`config.mk`:
```
export PLATFORM = sky130hd
export DESIGN_NAME = ctrl_subpkt_exec
export DESIGN_NICKNAME = d
export VERILOG_FILES = /design/src/rtl/ctrl_subpkt_pkg.sv /design/src/rtl/subpkt_hdr_dec.sv /design/src/rtl/subpkt_walker.sv /design/src/rtl/ctrl_reg_bank.sv /design/src/rtl/ctrl_subpkt_exec.sv
export SDC_FILE = /design/constraint.sdc
export NUM_CORES = 2
export LEC_CHECK = 0
export ABC_AREA = 1
export BUFFER_PORTS_ARGS = -buffer_cell sky130_fd_sc_hd__buf_2
export CAP_MARGIN = 20
export CORE_AREA = 2 2 321 323
export CTS_CLUSTER_SIZE = 14
export DETAILED_ROUTE_END_ITERATION = 6
export DIE_AREA = 0 0 323 325
export HOLD_SLACK_MARGIN = 0.1
export PLACE_DENSITY = 0.78
export SLEW_MARGIN = 40
export SYNTH_ARGS = -nofsm -noshare
export SYNTH_HDL_FRONTEND = slang
export SYNTH_HIERARCHICAL = 1
export SYNTH_SLANG_ARGS = --single-unit
```
`constraint.sdc`:
```
create_clock -name clk_i -period 5.3 [get_ports clk_i]
set_input_delay 1.59 -clock clk_i [delete_from_list [all_inputs] [get_ports clk_i]]
set_output_delay 1.59 -clock clk_i [all_outputs]
set_load 0.02 [all_outputs]
```
`src/rtl/ctrl_subpkt_pkg.sv`:
```
package ctrl_subpkt_pkg;
  typedef enum logic [1:0] {
    ST_IDLE,
    ST_HDR,
    ST_BODY,
    ST_DROP
  } walk_st_e;

  typedef enum logic [1:0] {
    OPK_SKIP,
    OPK_WR,
    OPK_WRM
  } op_kind_e;

  localparam int unsigned OPC_MSB = 31;
  localparam int unsigned OPC_LSB = 24;
  localparam int unsigned LEN_MSB = 23;
  localparam int unsigned LEN_LSB = 16;
  localparam int unsigned NUM_MSB = 15;
  localparam int unsigned NUM_LSB = 0;
endpackage

```
`src/rtl/subpkt_hdr_dec.sv`:
```
module subpkt_hdr_dec
  import ctrl_subpkt_pkg::*;
#(
  parameter int unsigned BCNT_W   = 9,
  parameter int unsigned NUM_REGS = 32,
  parameter logic [7:0]  OP_WR    = 8'h03,
  parameter logic [7:0]  OP_WRM   = 8'h04,
  localparam int unsigned AW      = $clog2(NUM_REGS),
  localparam int unsigned CW      = ((BCNT_W > 9) ? BCNT_W : 9) + 1
) (
  input  logic [31:0]       word_i,
  input  logic [BCNT_W-1:0] avail_i,
  output logic              fits_o,
  output logic [CW-1:0]     nwords_o,
  output logic [BCNT_W-1:0] left_o,
  output op_kind_e          kind_o,
  output logic              reg_ok_o,
  output logic [AW-1:0]     reg_idx_o
);
  logic [7:0]    op;
  logic [7:0]    len;
  logic [15:0]   num;
  logic [CW-1:0] need, span, availx;

  assign op  = word_i[OPC_MSB:OPC_LSB];
  assign len = word_i[LEN_MSB:LEN_LSB];
  assign num = word_i[NUM_MSB:NUM_LSB];

  always_comb begin
    availx   = CW'(avail_i);
    need     = CW'(len) + CW'(2);
    nwords_o = (need + CW'(3)) >> 2;
    span     = nwords_o << 2;
    fits_o   = (availx >= CW'(2)) && (need <= availx);
    left_o   = (availx > span) ? BCNT_W'(availx - span) : '0;
  end

  always_comb begin
    if (op == OP_WR && len >= 8'd6)        kind_o = OPK_WR;
    else if (op == OP_WRM && len >= 8'd10) kind_o = OPK_WRM;
    else                                   kind_o = OPK_SKIP;
  end

  assign reg_ok_o  = {16'b0, num} < 32'(NUM_REGS);
  assign reg_idx_o = num[AW-1:0];
endmodule

```
`src/rtl/subpkt_walker.sv`:
```
module subpkt_walker
  import ctrl_subpkt_pkg::*;
#(
  parameter int unsigned BCNT_W   = 9,
  parameter int unsigned NUM_REGS = 32,
  localparam int unsigned AW      = $clog2(NUM_REGS),
  localparam int unsigned CW      = ((BCNT_W > 9) ? BCNT_W : 9) + 1
) (
  input  logic              clk_i,
  input  logic              rst_ni,
  input  logic              valid_i,
  input  logic              sop_i,
  input  logic              eop_i,
  input  logic              is_ctrl_i,
  input  logic [31:0]       word_i,
  input  logic              fits_i,
  input  logic [CW-1:0]     nwords_i,
  input  logic [BCNT_W-1:0] left_i,
  input  op_kind_e          kind_i,
  input  logic              reg_ok_i,
  input  logic [AW-1:0]     reg_idx_i,
  output logic              hdr_now_o,
  output logic [BCNT_W-1:0] bytes_o,
  output logic              we_o,
  output logic [AW-1:0]     waddr_o,
  output logic [31:0]       wdata_o,
  output logic [31:0]       wmask_o
);
  walk_st_e          st_q;
  op_kind_e          kind_q;
  logic [BCNT_W-1:0] bytes_q;
  logic [CW-1:0]     rem_q;
  logic [AW-1:0]     reg_q;
  logic              reg_ok_q;
  logic [1:0]        idx_q;
  logic [31:0]       val_q;
  logic              body_now;

  assign hdr_now_o = valid_i && ((sop_i && is_ctrl_i) || (!sop_i && st_q == ST_HDR));
  assign body_now  = valid_i && !sop_i && st_q == ST_BODY;
  assign bytes_o   = bytes_q;

  always_ff @(posedge clk_i or negedge rst_ni) begin
    if (!rst_ni) begin
      st_q     <= ST_IDLE;
      kind_q   <= OPK_SKIP;
      bytes_q  <= '0;
      rem_q    <= '0;
      reg_q    <= '0;
      reg_ok_q <= 1'b0;
      idx_q    <= '0;
      val_q    <= '0;
    end else if (valid_i) begin
      if (sop_i && !is_ctrl_i) begin
        st_q <= ST_DROP;
      end else if (hdr_now_o) begin
        if (!fits_i) begin
          st_q <= ST_DROP;
        end else begin
          bytes_q  <= left_i;
          rem_q    <= nwords_i - CW'(1);
          kind_q   <= kind_i;
          reg_ok_q <= reg_ok_i;
          reg_q    <= reg_idx_i;
          idx_q    <= '0;
          if (nwords_i == CW'(1)) st_q <= (left_i < BCNT_W'(2)) ? ST_DROP : ST_HDR;
          else                    st_q <= ST_BODY;
        end
      end else if (body_now) begin
        if (idx_q == 2'd0) val_q <= word_i;
        if (idx_q != 2'd3) idx_q <= idx_q + 2'd1;
        rem_q <= rem_q - CW'(1);
        if (rem_q == CW'(1)) st_q <= (bytes_q < BCNT_W'(2)) ? ST_DROP : ST_HDR;
      end
      if (eop_i) st_q <= ST_IDLE;
    end
  end

  // value lands on word 0 for plain write, mask word 1 completes masked write
  assign we_o = body_now && reg_ok_q &&
                ((kind_q == OPK_WR && idx_q == 2'd0) || (kind_q == OPK_WRM && idx_q == 2'd1));
  assign waddr_o = reg_q;
  assign wdata_o = (kind_q == OPK_WRM) ? val_q : word_i;
  assign wmask_o = (kind_q == OPK_WRM) ? word_i : '1;
endmodule

```
`src/rtl/ctrl_reg_bank.sv`:
```
module ctrl_reg_bank #(
  parameter int unsigned NUM_REGS = 32,
  parameter int unsigned DATA_W   = 32,
  localparam int unsigned AW      = $clog2(NUM_REGS)
) (
  input  logic              clk_i,
  input  logic              rst_ni,
  input  logic              we_i,
  input  logic [AW-1:0]     waddr_i,
  input  logic [DATA_W-1:0] wdata_i,
  input  logic [DATA_W-1:0] wmask_i,
  input  logic [AW-1:0]     rd_addr_i,
  output logic [DATA_W-1:0] rd_data_o
);
  logic [DATA_W-1:0] regs_q [NUM_REGS];

  for (genvar g = 0; g < NUM_REGS; g++) begin : g_reg
    always_ff @(posedge clk_i or negedge rst_ni) begin
      if (!rst_ni) regs_q[g] <= '0;
      else if (we_i && waddr_i == AW'(g))
        regs_q[g] <= (regs_q[g] & ~wmask_i) | (wdata_i & wmask_i);
    end
  end

  assign rd_data_o = (32'(rd_addr_i) < NUM_REGS) ? regs_q[rd_addr_i] : '0;
endmodule

```
`src/rtl/ctrl_subpkt_exec.sv`:
```
module ctrl_subpkt_exec
  import ctrl_subpkt_pkg::*;
#(
  parameter int unsigned NUM_REGS  = 32,
  parameter int unsigned BCNT_W    = 9,
  parameter int unsigned CHAN_W    = 5,
  parameter logic [4:0]  CTRL_CHAN = 5'h1f,
  parameter logic [7:0]  OP_WR     = 8'h03,
  parameter logic [7:0]  OP_WRM    = 8'h04,
  localparam int unsigned AW       = $clog2(NUM_REGS),
  localparam int unsigned CW       = ((BCNT_W > 9) ? BCNT_W : 9) + 1
) (
  input  logic              clk_i,
  input  logic              rst_ni,
  input  logic              valid_i,
  input  logic              sop_i,
  input  logic              eop_i,
  input  logic [CHAN_W-1:0] chan_i,
  input  logic [BCNT_W-1:0] bcnt_i,
  input  logic [31:0]       word_i,
  input  logic [AW-1:0]     rd_addr_i,
  output logic [31:0]       rd_data_o
);
  logic              is_ctrl, fits, reg_ok, hdr_now;
  logic [CW-1:0]     nwords;
  logic [BCNT_W-1:0] left, bytes_q, avail;
  op_kind_e          kind;
  logic [AW-1:0]     reg_idx;
  logic              wr_en;
  logic [AW-1:0]     wr_addr;
  logic [31:0]       wr_data, wr_mask;

  assign is_ctrl = chan_i == CHAN_W'(CTRL_CHAN);
  assign avail   = sop_i ? bcnt_i : bytes_q;

  subpkt_hdr_dec #(
    .BCNT_W(BCNT_W), .NUM_REGS(NUM_REGS), .OP_WR(OP_WR), .OP_WRM(OP_WRM)
  ) u_dec (
    .word_i   (word_i),
    .avail_i  (avail),
    .fits_o   (fits),
    .nwords_o (nwords),
    .left_o   (left),
    .kind_o   (kind),
    .reg_ok_o (reg_ok),
    .reg_idx_o(reg_idx)
  );

  subpkt_walker #(
    .BCNT_W(BCNT_W), .NUM_REGS(NUM_REGS)
  ) u_walk (
    .clk_i    (clk_i),
    .rst_ni   (rst_ni),
    .valid_i  (valid_i),
    .sop_i    (sop_i),
    .eop_i    (eop_i),
    .is_ctrl_i(is_ctrl),
    .word_i   (word_i),
    .fits_i   (fits),
    .nwords_i (nwords),
    .left_i   (left),
    .kind_i   (kind),
    .reg_ok_i (reg_ok),
    .reg_idx_i(reg_idx),
    .hdr_now_o(hdr_now),
    .bytes_o  (bytes_q),
    .we_o     (wr_en),
    .waddr_o  (wr_addr),
    .wdata_o  (wr_data),
    .wmask_o  (wr_mask)
  );

  ctrl_reg_bank #(
    .NUM_REGS(NUM_REGS), .DATA_W(32)
  ) u_bank (
    .clk_i    (clk_i),
    .rst_ni   (rst_ni),
    .we_i     (wr_en),
    .waddr_i  (wr_addr),
    .wdata_i  (wr_data),
    .wmask_i  (wr_mask),
    .rd_addr_i(rd_addr_i),
    .rd_data_o(rd_data_o)
  );
endmodule

```
==> impl_metrics.tcl <==
set metrics [dict create \
    outcome "finished with violations" \
    violations "design-rule violations" \
    overflow 0 \
    cp_data_arrival_time_ns 3.39 \
    grt_first_pass_wirelength_mm 278.5 \
    initial_core_util_pct 54.77 \
    critPathRequiredTime_ns 3.71 \
    rr_startpoint "u_walk/idx_q[0]" \
    max_slew.worst_pin.slew_ns 0.9036 \
    rr_worst_depth 11 \
    ir_drop_v 0.0003134 \
    row_count 117 \
    grt_use_met2_pct 50.58 \
    layout_commonest_cell "nand2_1" \
    dp_hpwl_mm 98.56 \
    layout_min_cycle_time_ns 4.975 \
    io_buffer_count 87 \
    clock_latency_ns 0.73 \
    die_x_um 323 \
    slew_headroom_pct 39.76 \
    drc_errors 6 \
    cts_sinks 1087 \
    finalNonFillerCells 8428 \
    layout_common_cells "2577 x nand2_1, 1087 x dfrtp_1, 813 x nand3_1" \
    crit_start "rd_addr_i[0]" \
    startpoint_type "input pin" \
    cts_tree "done" \
    die_y_um 325 \
    slowest_stage "buf_12" \
    drt_iter0_drc 7804 \
    finalCritPeriodShare_pct 93.87 \
    cts_hold_buf 0 \
    io_pins 88 \
    power.density_mw_per_mm2 311.8 \
    placed_cells 8228 \
    slew_violations 0 \
    cts_root_buffer "clkbuf_16" \
    path_clk_slew_ns 0.06 \
    cts-htree-levels 3 \
    finalSetupViolations 0 \
    finalHoldViolCount 0 \
    tns_ns 0 \
    globalplace.congestion 0.8797 \
    yosysUniqueCellTypes 38 \
    cap_violations 0 \
    path_depth 12 \
    worst_path_largest_cell_delay_ns 0.34 \
    firstDrtPassIters 7 \
    area_growth_syn_to_layout_pct 9.180 \
    ys.flop_type "dfrtp_1" \
    ctsResizeCount 0 \
    critPathKind "in2out" \
    busiest_layer "met2" \
    post_cts_buffers 0 \
    die_area_mm2 0.1050 \
    whs_ns 0.4801 \
    finalClockSkew_ns 0.04418 \
    vias_per_cell 6.209 \
    syn_area_per_cell_um2 7.594 \
    cp_top_family "buffers and inverters" \
    numCtsBuffers 113 \
    synthCells 7306 \
    fmax_ghz 0.2010 \
    antenna_found_initial 2 \
    clockBufferDepth 3 \
    crit_chain "buf_8 > buf_12 > buf_12 > nand2_1 > nand3_1 > nand3_1 > nand2_1 > nand2_1 > nand2_1 > nand2_1 > nand2_1 > buf_2" \
    p_total_mw 18.89 \
    yosysWarnings 6 \
    post_route_cells_drive_above_1_share_pct 7.906 \
    crit_fanout 67 \
    drtAntennaViolNets 0 \
    core-area_mm2 0.1013 \
    rsz0062_at_grt "no" \
    crit_top_cell "nand2_1" \
    vias 52330 \
    cp-endpoint "rd_data_o[5]" \
    grt_max_degree 144 \
    critPathBufInv 4 \
    hp-class "reg2reg" \
    grt_usage_pct 33.58 \
    synth-seq-cells 1087 \
    gr-usage-met1_pct 46.74 \
    yosysSeqAreaShare_pct 49.03 \
    fillCellCount 8921 \
    fin_nets 7058 \
    syn_area_mm2 0.05548 \
    async_flop_share_pct 100.0 \
    synth_edf_count 0 \
    cellLeakagePower_nw 27.44 \
    end_kind "output pin" \
    wl_per_cell_um 21.05 \
    wl_mm 177.4 \
    gr-usage-met3_pct 7.097 \
    rrSetupSlack_ns 1.83 \
    grt_pass1_vias 48920 \
]
## cell type report
type | instances | area, um2 | share of cell area [%]
Clock buffer | 168 | 3326 | 5.490
Tap cell | 1368 | 1712 | 2.826
Timing Repair Buffer | 244 | 2426 | 4.005
Inverter | 228 | 877.1 | 1.448
Antenna cell | 2 | 5.005 | 0.008262
Multi-Input combinational cell | 5303 | 24680 | 40.75
Clock inverter | 28 | 345.3 | 0.5701
Sequential cell | 1087 | 27200 | 44.90
## logic make-up (layout without fill, tap and decap cells)
| logic type | count (synthesis) | in the layout | synth area share [%] |
|---|---|---|---|
| AND/OR/NAND/NOR | 3548 | 3548 | 26.50 |
| AO/OA/AOI/OAI | 1715 | 1715 | 16.80 |
| flip-flops | 1087 | 1087 | 49.03 |
| buffers and inverters | 918 | 668 | 6.867 |
| adder cells (fa/ha/maj) | 25 | 25 | 0.5773 |
| XOR/XNOR | 12 | 12 | 0.2233 |
| other | 1 | 5 | 0.006759 |
## how the worst min path moves through the flow
| stage | startpoint | depth (start not counted) | endpoint | slack [ns] |
|---|---|---|---|---|
| floorplan | u_walk/rem_q[2] | 2 | u_walk/rem_q[2] | 0.44 |
| global placement | u_walk/rem_q[2] | 2 | u_walk/rem_q[2] | 0.46 |
| finish | u_walk/bytes_o[0] | 2 | u_walk/bytes_o[0] | 0.48 |
| detailed placement | u_walk/rem_q[2] | 2 | u_walk/rem_q[2] | 0.47 |
| CTS | u_walk/rem_q[2] | 2 | u_walk/rem_q[2] | 0.48 |
| global route | register | 2 | register | 0.49 |
## report_power, final
group / leakage [nW] / switching [mW] / internal [mW] / total [mW]
sequential: 14.9 / 0.147 / 8.55 / 8.70
clock: 1.81 / 3.38 / 4.59 / 7.97
combinational: 10.7 / 1.63 / 0.591 / 2.22
total: 27.4 / 5.15 / 13.7 / 18.9
## routing by layer
layer / vias up / share of wire, %
li1: 23810 / -
met1: 24830 / 39
met2: 3125 / 44
met3: 562 / 11
met4: 2 / 5.1
met5: - / 0.0068
## worst register-to-register path, cell delays in order (launching register included)
cell      delay [ns]
dfrtp_1         0.40
inv_1           0.11
ha_1            0.21
nand3_1         0.10
a211oi_1        0.70
nand2_2         0.40
buf_4           0.32
nor2_4          0.13
buf_4           0.57
nand2_1         0.20
nand2_1         0.10
o21ai_0         0.08
## cells in the mapped netlist (2+ instances only)
| cell | n | area (um2) |
|---|---|---|
| nand2_1 | 2578 | 9677 |
| buf_4 | 17 | 127.6 |
| clkbuf_1 | 384 | 1441 |
| nor2_1 | 53 | 198.9 |
| nand2_2 | 11 | 68.82 |
| dfrtp_1 | 1087 | 27200 |
| xnor2_1 | 5 | 43.79 |
| buf_6 | 2 | 22.52 |
| nand3_1 | 813 | 4069 |
| a31oi_1 | 577 | 3610 |
| o21ai_1 | 151 | 755.7 |
| a21oi_1 | 590 | 2953 |
| nor2_4 | 15 | 168.9 |
| xor2_1 | 6 | 52.55 |
| buf_2 | 228 | 1141 |
| nand4_1 | 6 | 37.54 |
| ha_1 | 24 | 300.3 |
| buf_1 | 59 | 221.5 |
| inv_2 | 13 | 48.80 |
| nand3_2 | 6 | 60.06 |
| o21ai_0 | 391 | 1957 |
| nor4_1 | 7 | 43.79 |
| nor2_2 | 24 | 150.1 |
| inv_1 | 215 | 807.0 |
| or2_2 | 31 | 193.9 |
## metrics by stage
| stage | setup slack [ns] | instance area (um2) | util, % |
|---|---|---|---|
| final | 0.3249 | 60580 | 59.80 |
| after CTS | 0.4092 | 60460 | 59.68 |
| after global placement | 0.4617 | 56710 | 55.99 |
| after detailed placement | 0.4524 | 56790 | 56.06 |
| after floorplan | 0.9355 | 55490 | - |
| after global routing | 0.2960 | 60570 | 59.80 |
Power figures use the tool's default switching activity.
